**src/rtl/nmi_pkg.sv**
```systemverilog
package nmi_pkg;

  typedef enum logic [2:0] {
    ST_IDLE,
    ST_PUSH_BANK,
    ST_PUSH_PCH,
    ST_PUSH_PCL,
    ST_PUSH_STAT,
    ST_VEC_LO,
    ST_VEC_HI
  } seq_state_t;

endpackage

```
**src/rtl/nmi_edge_latch.sv**
```systemverilog
module nmi_edge_latch #(
  parameter int unsigned SYNC_STAGES = 2
) (
  input  logic clk,
  input  logic rst,
  input  logic nmi_n,
  input  logic take,
  output logic pending
);

  localparam int unsigned MSB = SYNC_STAGES - 1;

  logic [SYNC_STAGES-1:0] sync_q;
  logic                   prev_q;
  logic                   pend_q;
  logic                   fall;

  assign fall    = prev_q & ~sync_q[MSB];
  assign pending = pend_q;

  always_ff @(posedge clk) begin
    if (rst) begin
      sync_q <= '1;
      prev_q <= 1'b1;
      pend_q <= 1'b0;
    end else begin
      sync_q <= {sync_q[SYNC_STAGES-2:0], nmi_n};
      prev_q <= sync_q[MSB];
      pend_q <= fall | (pend_q & ~take);
    end
  end

  AST_FALL_SETS_PENDING: assert property (@(posedge clk) disable iff (rst)
    fall |=> pend_q);

  AST_PENDING_NEEDS_EDGE: assert property (@(posedge clk) disable iff (rst)
    $rose(pend_q) |-> $past(fall));

endmodule

```
**src/rtl/nmi_entry_fsm.sv**
```systemverilog
module nmi_entry_fsm
  import nmi_pkg::*;
#(
  parameter int unsigned ADDR_W  = 24,
  parameter int unsigned DATA_W  = 8,
  parameter int unsigned VEC_EMU = 32'h0000_FFFA,
  parameter int unsigned VEC_NAT = 32'h0000_FFEA
) (
  input  logic                clk,
  input  logic                rst,
  input  logic                pending,
  input  logic                insn_done,
  input  logic                emu_mode,
  input  logic [DATA_W-1:0]   bank_in,
  input  logic [2*DATA_W-1:0] pc_in,
  input  logic [DATA_W-1:0]   status_in,
  input  logic [ADDR_W-DATA_W-1:0] sp_in,
  input  logic [DATA_W-1:0]   rd_data,
  output logic                take,
  output logic [ADDR_W-1:0]   bus_addr,
  output logic [DATA_W-1:0]   wr_data,
  output logic                wr_en,
  output logic                busy,
  output logic [2*DATA_W-1:0] new_pc,
  output logic                pc_load
);

  localparam int unsigned OFS_W = ADDR_W - DATA_W;
  localparam int unsigned PC_W  = 2 * DATA_W;
  localparam logic [DATA_W-1:0] BANK0   = '0;
  localparam logic [OFS_W-1:0]  ONE_OFS = OFS_W'(1);
  localparam logic [OFS_W-1:0]  VEMU_LO = OFS_W'(VEC_EMU);
  localparam logic [OFS_W-1:0]  VEMU_HI = OFS_W'(VEC_EMU + 1);
  localparam logic [OFS_W-1:0]  VNAT_LO = OFS_W'(VEC_NAT);
  localparam logic [OFS_W-1:0]  VNAT_HI = OFS_W'(VEC_NAT + 1);

  seq_state_t          state;
  logic [OFS_W-1:0]    sp_q;
  logic [PC_W-1:0]     pc_cap;
  logic [DATA_W-1:0]   stat_cap;
  logic                emu_cap;
  logic [DATA_W-1:0]   lo_q;
  logic [ADDR_W-1:0]   addr_q;
  logic [DATA_W-1:0]   wd_q;
  logic                we_q;
  logic                busy_q;
  logic [PC_W-1:0]     pc_q;
  logic                ld_q;

  assign take     = (state == ST_IDLE) && pending && insn_done;
  assign bus_addr = addr_q;
  assign wr_data  = wd_q;
  assign wr_en    = we_q;
  assign busy     = busy_q;
  assign new_pc   = pc_q;
  assign pc_load  = ld_q;

  always_ff @(posedge clk) begin
    if (rst) begin
      state    <= ST_IDLE;
      sp_q     <= '0;
      pc_cap   <= '0;
      stat_cap <= '0;
      emu_cap  <= 1'b0;
      lo_q     <= '0;
      addr_q   <= '0;
      wd_q     <= '0;
      we_q     <= 1'b0;
      busy_q   <= 1'b0;
      pc_q     <= '0;
      ld_q     <= 1'b0;
    end else begin
      ld_q <= 1'b0;
      case (state)
        ST_IDLE: begin
          if (take) begin
            state    <= ST_PUSH_BANK;
            busy_q   <= 1'b1;
            we_q     <= 1'b1;
            addr_q   <= {BANK0, sp_in};
            wd_q     <= bank_in;
            sp_q     <= sp_in - ONE_OFS;
            pc_cap   <= pc_in;
            stat_cap <= status_in;
            emu_cap  <= emu_mode;
          end
        end
        ST_PUSH_BANK: begin
          state  <= ST_PUSH_PCH;
          addr_q <= {BANK0, sp_q};
          wd_q   <= pc_cap[PC_W-1:DATA_W];
          sp_q   <= sp_q - ONE_OFS;
        end
        ST_PUSH_PCH: begin
          state  <= ST_PUSH_PCL;
          addr_q <= {BANK0, sp_q};
          wd_q   <= pc_cap[DATA_W-1:0];
          sp_q   <= sp_q - ONE_OFS;
        end
        ST_PUSH_PCL: begin
          state  <= ST_PUSH_STAT;
          addr_q <= {BANK0, sp_q};
          wd_q   <= stat_cap;
          sp_q   <= sp_q - ONE_OFS;
        end
        ST_PUSH_STAT: begin
          state  <= ST_VEC_LO;
          we_q   <= 1'b0;
          wd_q   <= '0;
          addr_q <= {BANK0, emu_cap ? VEMU_LO : VNAT_LO};
        end
        ST_VEC_LO: begin
          state  <= ST_VEC_HI;
          lo_q   <= rd_data;
          addr_q <= {BANK0, emu_cap ? VEMU_HI : VNAT_HI};
        end
        ST_VEC_HI: begin
          state  <= ST_IDLE;
          pc_q   <= {rd_data, lo_q};
          ld_q   <= 1'b1;
          busy_q <= 1'b0;
          addr_q <= '0;
        end
        default: begin
          state  <= ST_IDLE;
          busy_q <= 1'b0;
          we_q   <= 1'b0;
        end
      endcase
    end
  end

  AST_WRITE_ONLY_BUSY: assert property (@(posedge clk) disable iff (rst)
    wr_en |-> busy);

  AST_PUSH_STEP_DOWN: assert property (@(posedge clk) disable iff (rst)
    (wr_en && $past(wr_en)) |-> (bus_addr[OFS_W-1:0] == $past(bus_addr[OFS_W-1:0]) - ONE_OFS));

  AST_BUSY_BANK_ZERO: assert property (@(posedge clk) disable iff (rst)
    busy |-> (bus_addr[ADDR_W-1:OFS_W] == BANK0));

  AST_START_ON_BOUNDARY: assert property (@(posedge clk) disable iff (rst)
    $rose(busy) |-> $past(insn_done && pending));

  AST_LOAD_ENDS_ENTRY: assert property (@(posedge clk) disable iff (rst)
    pc_load |-> (!busy && $past(busy)));

endmodule

```
**src/rtl/nmi_entry_seq.sv**
```systemverilog
module nmi_entry_seq #(
  parameter int unsigned ADDR_W      = 24,
  parameter int unsigned DATA_W      = 8,
  parameter int unsigned SYNC_STAGES = 2,
  parameter int unsigned VEC_EMU     = 32'h0000_FFFA,
  parameter int unsigned VEC_NAT     = 32'h0000_FFEA
) (
  input  logic                     clk,
  input  logic                     rst,
  input  logic                     nmi_n,
  input  logic                     insn_done,
  input  logic                     emu_mode,
  input  logic [DATA_W-1:0]        bank_in,
  input  logic [2*DATA_W-1:0]      pc_in,
  input  logic [DATA_W-1:0]        status_in,
  input  logic [ADDR_W-DATA_W-1:0] sp_in,
  input  logic [DATA_W-1:0]        rd_data,
  output logic [ADDR_W-1:0]        bus_addr,
  output logic [DATA_W-1:0]        wr_data,
  output logic                     wr_en,
  output logic                     busy,
  output logic [2*DATA_W-1:0]      new_pc,
  output logic                     pc_load
);

  logic pending;
  logic take;

  nmi_edge_latch #(
    .SYNC_STAGES(SYNC_STAGES)
  ) u_edge (
    .clk     (clk),
    .rst     (rst),
    .nmi_n   (nmi_n),
    .take    (take),
    .pending (pending)
  );

  nmi_entry_fsm #(
    .ADDR_W  (ADDR_W),
    .DATA_W  (DATA_W),
    .VEC_EMU (VEC_EMU),
    .VEC_NAT (VEC_NAT)
  ) u_fsm (
    .clk       (clk),
    .rst       (rst),
    .pending   (pending),
    .insn_done (insn_done),
    .emu_mode  (emu_mode),
    .bank_in   (bank_in),
    .pc_in     (pc_in),
    .status_in (status_in),
    .sp_in     (sp_in),
    .rd_data   (rd_data),
    .take      (take),
    .bus_addr  (bus_addr),
    .wr_data   (wr_data),
    .wr_en     (wr_en),
    .busy      (busy),
    .new_pc    (new_pc),
    .pc_load   (pc_load)
  );

  AST_RESET_IDLE: assert property (@(posedge clk)
    $past(rst) |-> (!busy && !wr_en && !pc_load));

endmodule

```
**config.mk**
```make
export PLATFORM = sky130hd
export DESIGN_NAME = nmi_entry_seq
export DESIGN_NICKNAME = d
export VERILOG_FILES = /design/src/rtl/nmi_pkg.sv /design/src/rtl/nmi_edge_latch.sv /design/src/rtl/nmi_entry_fsm.sv /design/src/rtl/nmi_entry_seq.sv
export SDC_FILE = /design/constraint.sdc
export NUM_CORES = 1
export LEC_CHECK = 0
export CELL_PAD_IN_SITES_DETAIL_PLACEMENT = 1
export CELL_PAD_IN_SITES_GLOBAL_PLACEMENT = 2
export CORE_ASPECT_RATIO = 1.25
export CORE_MARGIN = 5
export CORE_UTILIZATION = 28
export DETAILED_ROUTE_END_ITERATION = 16
export PLACE_DENSITY_LB_ADDON = 0.1
export SETUP_SLACK_MARGIN = 0.05
export SYNTH_ARGS = -nofsm -noshare
export SYNTH_HDL_FRONTEND = slang
export SYNTH_SLANG_ARGS = --single-unit
```
**constraint.sdc**
```tcl
create_clock -name clk -period 3 [get_ports clk]
set_input_delay 0.6 -clock clk [delete_from_list [all_inputs] [get_ports clk]]
set_output_delay 0.6 -clock clk [all_outputs]
set_load 0.02 [all_outputs]
```
Word level (Yosys, flattened, before mapping)
Index checks and enable logic that the tools add are counted.
{"block": "word_totals", "inputBits": 61, "regBits": 107, "word_cells": 60}
{"block": "op_classes", "n_reduce_logical": 15, "eq_ne": 7, "n_bitwise": 7, "n_mux": 14, "add_sub_neg": 2}
{"cell": "one-hot mux 24 bit (5 select lines)", "count": 1}
{"cell": "one-hot mux 8 bit (5 select lines)", "count": 1}
{"cell": "one-hot mux 16 bit (2 select lines)", "count": 1}
{"cell": "subtractor 16 x 1 -> 16 bit (second input constant)", "count": 2}
{"cell": "2-to-1 mux 24 bit", "count": 1}
{"cell": "one-hot mux 3 bit (6 select lines)", "count": 1}
{"cell": "2-to-1 mux 16 bit", "count": 1}
{"cell": "AND reduction 2 bit", "count": 6}
{"cell": "2-to-1 mux 5 bit", "count": 2}
{"cell": "nonzero test 5 bit", "count": 2}
{"cell": "OR reduction 5 bit", "count": 2}
{"cell": "equality test 3 bit (second input constant)", "count": 3}
{"cell": "2-to-1 mux 8 bit", "count": 1}
{"cell": "equality test 3 x 2 -> 1 bit (second input constant)", "count": 2}
{"cell": "NOT 1 bit", "count": 4}
{"cell": "one-hot mux 1 bit (2 select lines)", "count": 2}
{"cell": "equality test 3 x 1 -> 1 bit (second input constant)", "count": 1}
{"cell": "logical NOT 3 bit", "count": 1}
{"cell": "2-to-1 mux 3 bit", "count": 1}
{"cell": "OR reduction 3 bit", "count": 1}
{"cell": "AND 1 bit", "count": 2}
{"cell": "logical AND 1 bit", "count": 2}
{"cell": "2-to-1 mux 1 bit", "count": 2}
{"cell": "!= test 2 bit (second input constant)", "count": 1}
{"cell": "2 further kinds", "count": 2}

Longest topological paths before layout
Gate-level depths: netlist (run 1).
{"block": "logic_depth", "depth_word": 6, "mapped_depth": 12, "ltp_nobuf": 8}

Modules after synthesis
Synthesis (run 1) repeated with hierarchy kept, for this count alone.
{"block": "hier_totals", "hier_cells": 594, "area_unflattened_um2": 4754.6}
{"module": "nmi_entry_fsm", "cells_per_inst": 584, "seq_area_each_um2": 1901.8, "n_inst": 1, "area_per_inst_um2": 4626.9}
{"module": "nmi_edge_latch", "cells_per_inst": 10, "seq_area_each_um2": 80.1, "n_inst": 1, "area_per_inst_um2": 127.6}

Least setup slack after synthesis (run 1)
No wires, ideal clock.
{"block": "synth_timing", "path_type": "register -> register", "from": "register u_fsm.state[0]", "to": "register u_fsm.sp_q[10]", "path_stages_with_launch": 13, "synth_period_minus_slack_ns": 2.730, "slack_ns": 0.270, "t_arrival_ns": 2.662, "required_ns": 2.933, "cell_sequence": "dfxtp_1 -> buf_6 -> o21bai_4 -> buf_6 -> buf_6 -> clkbuf_1 -> mux2i_1 -> ha_1 -> nor3b_2 -> nand2_1 -> o32ai_4 -> mux2_4 -> a21oi_2"}
{"block": "synth_via", "elab_chain_cells": 5}
{"element": "start: declaration", "line_no": "nmi_entry_fsm.sv:37", "text": "seq_state_t state;"}
{"element": "start signal: assignment", "line_no": "nmi_entry_fsm.sv:60", "text": "state <= ST_IDLE;"}
{"element": "start signal: assignment", "line_no": "nmi_entry_fsm.sv:77", "text": "state <= ST_PUSH_BANK;"}
{"element": "start signal: assignment", "line_no": "nmi_entry_fsm.sv:89", "text": "state <= ST_PUSH_PCH;"}
{"element": "logical NOT 3 bit", "line_no": "nmi_entry_fsm.sv:50, nmi_entry_fsm.sv:74"}
{"element": "logical AND 1 bit (2 in series)", "line_no": "nmi_entry_fsm.sv:50", "text": "assign take = (state == ST_IDLE) && pending && insn_done;"}
{"element": "!= test 2 bit (no line)"}
{"element": "AND reduction 2 bit (no line)"}
{"element": "end signal: assignment", "line_no": "nmi_entry_fsm.sv:82", "text": "sp_q <= sp_in - ONE_OFS;"}
{"element": "end signal: assignment", "line_no": "nmi_entry_fsm.sv:92", "text": "sp_q <= sp_q - ONE_OFS;"}
{"element": "end signal: assignment", "line_no": "nmi_entry_fsm.sv:98", "text": "sp_q <= sp_q - ONE_OFS;"}
{"element": "end: declaration", "line_no": "nmi_entry_fsm.sv:38", "text": "logic [OFS_W-1:0] sp_q;"}
Parallel ways exist; a longest one is shown, timed or not.
A chain may end at the register's enable or synchronous reset.

Worst setup path after layout (run 1)
{"block": "layout_timing", "from": "input port sp_in[0]", "to": "register u_fsm.sp_q[10]"}
{"block": "layout_via", "elab_chain_cells": 3}
{"element": "start: declaration", "line_no": "nmi_entry_seq.sv:16", "text": "input logic [ADDR_W-DATA_W-1:0] sp_in,"}
{"element": "subtractor 16 x 1 -> 16 bit", "line_no": "nmi_entry_fsm.sv:82"}
{"element": "2-to-1 mux 16 bit", "line_no": "nmi_entry_fsm.sv:76", "text": "if (take) begin"}
{"element": "one-hot mux 16 bit (2 select lines)", "line_no": "nmi_entry_fsm.sv:74", "text": "case (state)"}
Every way passes these cells. The select of a mux whose other input is x is not followed.

==> impl_metrics.toml, run 1 <==
[placed_design]
placed_cells = 906
dp_slack_ns = 0.1996
portBuffers = 103
dp_hpwl_microns = 11690
globalplace.congestion = 0.8345

[synthesis]
synth_edf_count = 0
syn_area_per_cell_sq_um = 7.874
synthArstFlopShare_pct = 0
yosys_warnings = 0
synth_cell_types = 62
yosysSeqAreaShare_pct = 41.47
syn_area_sq_um = 4780
synth_ff_type = "dfxtp_1"
syn_inst = 607
ys_ff_latch = 99

[power]
p_comb_share_pct = 18.6
report.power.total_mw = 3.270
clkPwrFrac_pct = 37.7
leakage_nw = 2.122
pwr-share-seq_pct = 43.6
internal-power_mw = 2.306
p_per_area_nw_per_um2 = 519.7
netSwitchingPower_uw = 964.1
swShare_pct = 29.48
vdd_drop_max_mv = 0.2832

[run]
cap_violations = 0

[clock_network]
clk_pin_slew_worst_paths_ns = 0.07
cts_tree = "done"
htree_num_levels = 3
post_cts_resized = 0
clk_path_buf_depth = 2
worstSkewPairLatency_ns = 0.35
hold_buffers = 0
clock_sinks = 99
clockRootBuffer = "clkbuf_16"
numCtsBuffers = 9
cts_post_setup_buffers_inserted = 0

[global_route]
first_global_vias = 5093
grt_pass1_wl_microns = 26930
grt_overflow_total = 0
antenna_found_initial = 0
grt_usage_pct = 16.94
grt_max_degree = 77

[critical_path]
cpPeakStageDelay_ns = 0.41
crit_buf_inv = 1
worstPathRequired_ns = 3.23
cp-end-kind = "flop"
cp.arrival_ns = 2.65
slowest_stage = "clkdlybuf4s50_1"
path_cells = "clkdlybuf4s50_1 -> mux2i_1 -> ha_1 -> nor3b_2 -> nand3_1 -> and2_1 -> o311ai_0 -> a21oi_2"
reg2reg_from = "u_fsm.state[1]"
critPathTopFamily = "simple AND/OR/NAND/NOR gates"
cp-start-kind = "primary input"
crit_type = "in -> reg"
crit_fanout = 5
startpoint = "sp_in[0]"

[timing]
tightest_slew_ns = 0.8462
relSlewSlack_pct = 43.59
setup_viol = 0
setup_tns_ns = 0
fin_crit_ns = 2.418
final_hold_viol_count = 0
worst_slack_ns = 0.5823
grt_setup_unrepaired = "false"
fin_crit_sh_pct = 80.59
skew_ns = 0.004981
drv_slew = 0
fmax_ghz = 0.4136

[route]
wirelength_microns = 16660
vias = 4765
drtAntennaViolNets = 0
dr.pass1.iters = 4
drt_iter0_markers = 213
wl_per_cell_microns = 18.07
drc = 0
avgViaCountPerCell = 5.168

[die]
row_count = 53
die-area_sq_um = 19800
die-height_microns = 156.1
io_pins = 112
start_util_pct = 28.49
die_x_microns = 126.9
core-area_sq_um = 16780

[cells_and_area]
diodes = 0
layout_common_cells = "128 x nand2_1, 102 x clkdlybuf4s50_1, 99 x dfxtp_1"
drive_gt1_share_pct = 8.547
area_growth_syn_to_layout_pct = 31.65
finalNonFillerCells = 922
nNetsFinal = 759
layout_commonest_cell = "nand2_1"

[run_status]
outcome = "finished clean"

[hold_path]
hp-start = "u_edge.sync_q[0]"
hold_class = "reg -> reg"
[sequential cells by signal (all words and copies together) (netlist names), 2 cells and up]
register        cells
u_fsm.lo_q          8
u_edge.sync_q       2
u_fsm.wr_data       8
u_fsm.new_pc       16
u_fsm.state         3
u_fsm.bus_addr     16
u_fsm.pc_cap       16
u_fsm.stat_cap      8
u_fsm.sp_q         16
[metal layers]
metal	track usage (%)	vias up	part of all wire, %
li1	-	2315	-
met1	19.85	2341	43
met5	0	-	0
met3	3.699	17	3.5
met2	30.80	92	52
met4	5.059	0	1.6
[cell usage after synthesis, drive strengths merged, types with 7 or more instances]
cell     number  area (sq um)
o21ai        39         195.2
dfxtp        99          1982
nand2       129         486.7
buf          29         212.7
a2111oi       7         61.31
nand3        23         115.1
clkbuf       23         86.33
nor3          9         50.05
a211oi       12         90.09
a211o         7         61.31
a21oi        82         414.2
mux2i        12         120.1
nor2         49         186.4
[path summary, 6_finish.rpt]
| check | end | slack, ns | depth (start not counted) |
|---|---|---|---|
| hold reg to reg | u_edge.sync_q[1] | 0.42 | 1 |
| setup reg to reg | u_fsm.sp_q[10] | 0.59 | 6 |
| hold / removal | u_edge.sync_q[1] | 0.42 | 1 |
| setup / recovery | u_fsm.sp_q[10] | 0.58 | 8 |
[cell type report]
| cell class | instances | area (sq um) |
|---|---|---|
| fill | 2011 | 10490 |
| clock inverter | 7 | 81.33 |
| timing repair buffer | 124 | 1196 |
| multi-input combinational | 457 | 2510 |
| sequential | 99 | 1982 |
| tap | 220 | 275.3 |
| clock buffer | 9 | 225.2 |
| inverter | 6 | 22.52 |
[cells by family (layout without fill, tap and decap cells)]
logic type               Yosys count  count (layout)  synth area share [%]
adder cells (fa/ha/maj)            1               1                0.2617
flip-flops                        99              99                 41.47
buffers and inverters             58             146                 6.728
XOR/XNOR                           1               1                0.1833
AO/OA/AOI/OAI                    188             188                 24.82
AND/OR/NAND/NOR                  242             242                 22.70
multiplexers                      17              17                 3.770
other                              1               8               0.07846
[power by group through the flow]
stage	Combinational (mW)	Sequential [mW]	Clock, mW
global placement	0.610	1.46	0
global route	0.666	1.44	1.32
floorplan	0.307	1.49	0
CTS	0.618	1.43	1.28
detailed placement	0.616	1.46	0
finish	0.609	1.43	1.23
[stage by stage]
step	utilization, %	cell area [sq um]	hold slack [ns]
4_1_cts	37.50	6292	0.4232
3_3_place_gp	35.68	5986	0.3905
3_5_place_dp	35.68	5986	0.4058
6_report	37.50	6292	0.4162
5_1_grt	37.50	6292	0.4401
2_1_floorplan	-	4806	0.3895
Power figures use the tool's default switching activity.
==> run 2: changes to the inputs <==
==> constraint.sdc (replaced) <==
create_clock -name clk -period 2.35 [get_ports clk]
set_input_delay 0.47 -clock clk [delete_from_list [all_inputs] [get_ports clk]]
set_output_delay 0.47 -clock clk [all_outputs]
set_load 0.02 [all_outputs]
==> impl_metrics.toml, run 2 (same netlist as run 1, synthesis figures left out) <==
[hold_path]
hp-start = "u_edge.sync_q[0]"
hold_end = "u_edge.sync_q[1]"
holdPathStages = 1
hold_class = "reg -> reg"

[critical_path]
reg2reg_from = "u_fsm.state[0]"
rrSetupSlack_ns = 0.11
cp.arrival_ns = 2.53
worstPathRequired_ns = 2.64
r2r-end = "u_fsm.sp_q[10]"
rr_worst_depth = 8
crit_type = "reg -> reg"
cp-end-kind = "flop"
cpPeakStageDelay_ns = 0.34
crit_fanout = 5
slowest_stage = "dfxtp_2"
path_cells = "o21bai_4 -> mux2i_2 -> ha_2 -> nor3b_4 -> nand2_2 -> o32ai_4 -> mux2_4 -> a21oi_2"
critPathTopFamily = "multiplexers"
cp-start-kind = "flop"
crit_buf_inv = 0

[die]
start_util_pct = 28.49
io_pins = 112
die-area_sq_um = 19800
core-area_sq_um = 16780
die_x_microns = 126.9
row_count = 53
die-height_microns = 156.1

[power]
netSwitchingPower_mw = 1.275
internal-power_mw = 2.945
swShare_pct = 30.22
p_per_area_nw_per_um2 = 636.9
p_comb_share_pct = 20.5
report.power.total_mw = 4.220
leakage_nw = 2.288
pwr-share-seq_pct = 43.2
vdd_drop_max_mv = 0.2794
clkPwrFrac_pct = 36.3

[cells_and_area]
finalInstanceArea_sq_um = 6626
diodes = 0
finalNonFillerCells = 953
nNetsFinal = 790
area_growth_syn_to_layout_pct = 38.64
drive_gt1_share_pct = 14.05
layout_commonest_cell = "nand2_1"
fillerInstances = 2013
layout_common_cells = "127 x nand2_1, 102 x clkdlybuf4s50_1, 97 x dfxtp_1"

[run]
cap_violations = 0

[run_status]
outcome = "finished clean"

[global_route]
grt_pass1_wl_microns = 26770
first_global_vias = 5073
antenna_found_initial = 0
grt_overflow_total = 0
grt_usage_pct = 16.72
grt_max_degree = 85

[placed_design]
globalplace.congestion = 0.8675
placed_cells = 935
placed_area_sq_um = 6275
portBuffers = 103
dp_hpwl_microns = 12100

[clock_network]
clk_path_buf_depth = 2
numCtsBuffers = 9
hold_buffers = 0
clock_sinks = 99
htree_num_levels = 3
cts_tree = "done"
clockRootBuffer = "clkbuf_16"
clk_pin_slew_worst_paths_ns = 0.08
worstSkewPairLatency_ns = 0.35

[timing]
drv_slew = 0
setup_tns_ns = 0
grt_setup_unrepaired = "true"
skew_ns = 0.006372
relSlewSlack_pct = 56.20
tightest_slew_ns = 0.6516
final_hold_viol_count = 0
fin_crit_sh_pct = 95.41
fin_crit_ns = 2.242
setup_viol = 0
fmax_ghz = 0.4460

[route]
drtAntennaViolNets = 0
wirelength_microns = 16750
wl_per_cell_microns = 17.58
avgViaCountPerCell = 5.024
dr.pass1.iters = 4
vias = 4788
drc = 0
drt_iter0_markers = 134
==> run 2: changes by cell type in the layout (fill, tap and decap cells not counted), moves of 2 or more <==
cell | previous run | this run
nor3b_4 | 0 | 2
o311ai_0 | 3 | 1
dfxtp_2 | 0 | 2
nor3b_2 | 2 | 0
buf_4 | 20 | 48
dfxtp_1 | 99 | 97
buf_12 | 1 | 4
a21oi_1 | 81 | 79
inv_8 | 1 | 3
a21oi_2 | 1 | 3
inv_6 | 3 | 0
==> run 2: what timing repair did <==
| action | 4_1_cts | 5_1_grt |
|---|---|---|
| buffers inserted | 0 | 2 |
| cloned | 0 | 0 |
| resized for setup | 1 | 7 |
| pin swaps | 0 | 3 |
| endpoints found under the setup margin | 1 | 5 |
==> run 2: final cells by class <==
class | count | area, sq um | area share, %
Inverter | 6 | 22.52 | 0.3399
Sequential cell | 99 | 1984 | 29.95
Clock buffer | 10 | 239.0 | 3.606
Multi-Input combinational cell | 457 | 2571 | 38.80
Timing Repair Buffer | 155 | 1466 | 22.13
Clock inverter | 6 | 67.56 | 1.020
Tap cell | 220 | 275.3 | 4.154
==> run 2: per-layer routing <==
| metal | GRT usage (%) | routed length, microns | up-vias |
|---|---|---|---|
| li1 | - | - | 2368 |
| met1 | 19.33 | 6973 | 2306 |
| met2 | 30.75 | 8879 | 93 |
| met3 | 3.151 | 548 | 21 |
| met4 | 5.672 | 353 | 0 |
| met5 | 0 | 0 | - |
==> run 2: through the flow <==
step	hold WS (ns)	utilization (%)	setup WS [ns]
detailed placement	0.4005	37.40	-0.1964
global route	0.4312	39.50	-0.03405
finish	0.4192	39.50	0.1079
floorplan	0.3895	-	-0.1485
CTS	0.4227	39.25	0.05206
global placement	0.4045	37.40	-0.1272
==> run 2: how the worst max path moves through the flow <==
stage | start | endpoint | depth (start not counted)
final | u_fsm.state[0] | u_fsm.sp_q[10] | 8
after CTS | u_fsm.state[1] | u_fsm.sp_q[10] | 8
after detailed placement | sp_in[0] | u_fsm.sp_q[10] | 8
after global routing | u_fsm.state[0] | u_fsm.sp_q[14] | 9
after global placement | sp_in[0] | u_fsm.sp_q[8] | 8
after floorplan | u_fsm.state[0] | u_fsm.sp_q[10] | 12
==> run 2: worst reg2reg max path: cells and delay by family, from the launching register on <==
family / cells / cell delay [ns]
muxes: 2 / 0.60
DFF: 1 / 0.34
adders and majority gates: 1 / 0.24
AOI/OAI and AO/OA: 3 / 0.59
and+or+nand+nor: 2 / 0.41
==> run 2: power by group through the flow <==
stage / Clock (mW) / Sequential, mW / Combinational (mW)
final: 1.53 / 1.82 / 0.865
after global routing: 1.65 / 1.83 / 0.940
after CTS: 1.59 / 1.82 / 0.868
after detailed placement: 0 / 1.86 / 0.861
after global placement: 0 / 1.86 / 0.853
after floorplan: 0 / 1.90 / 0.406
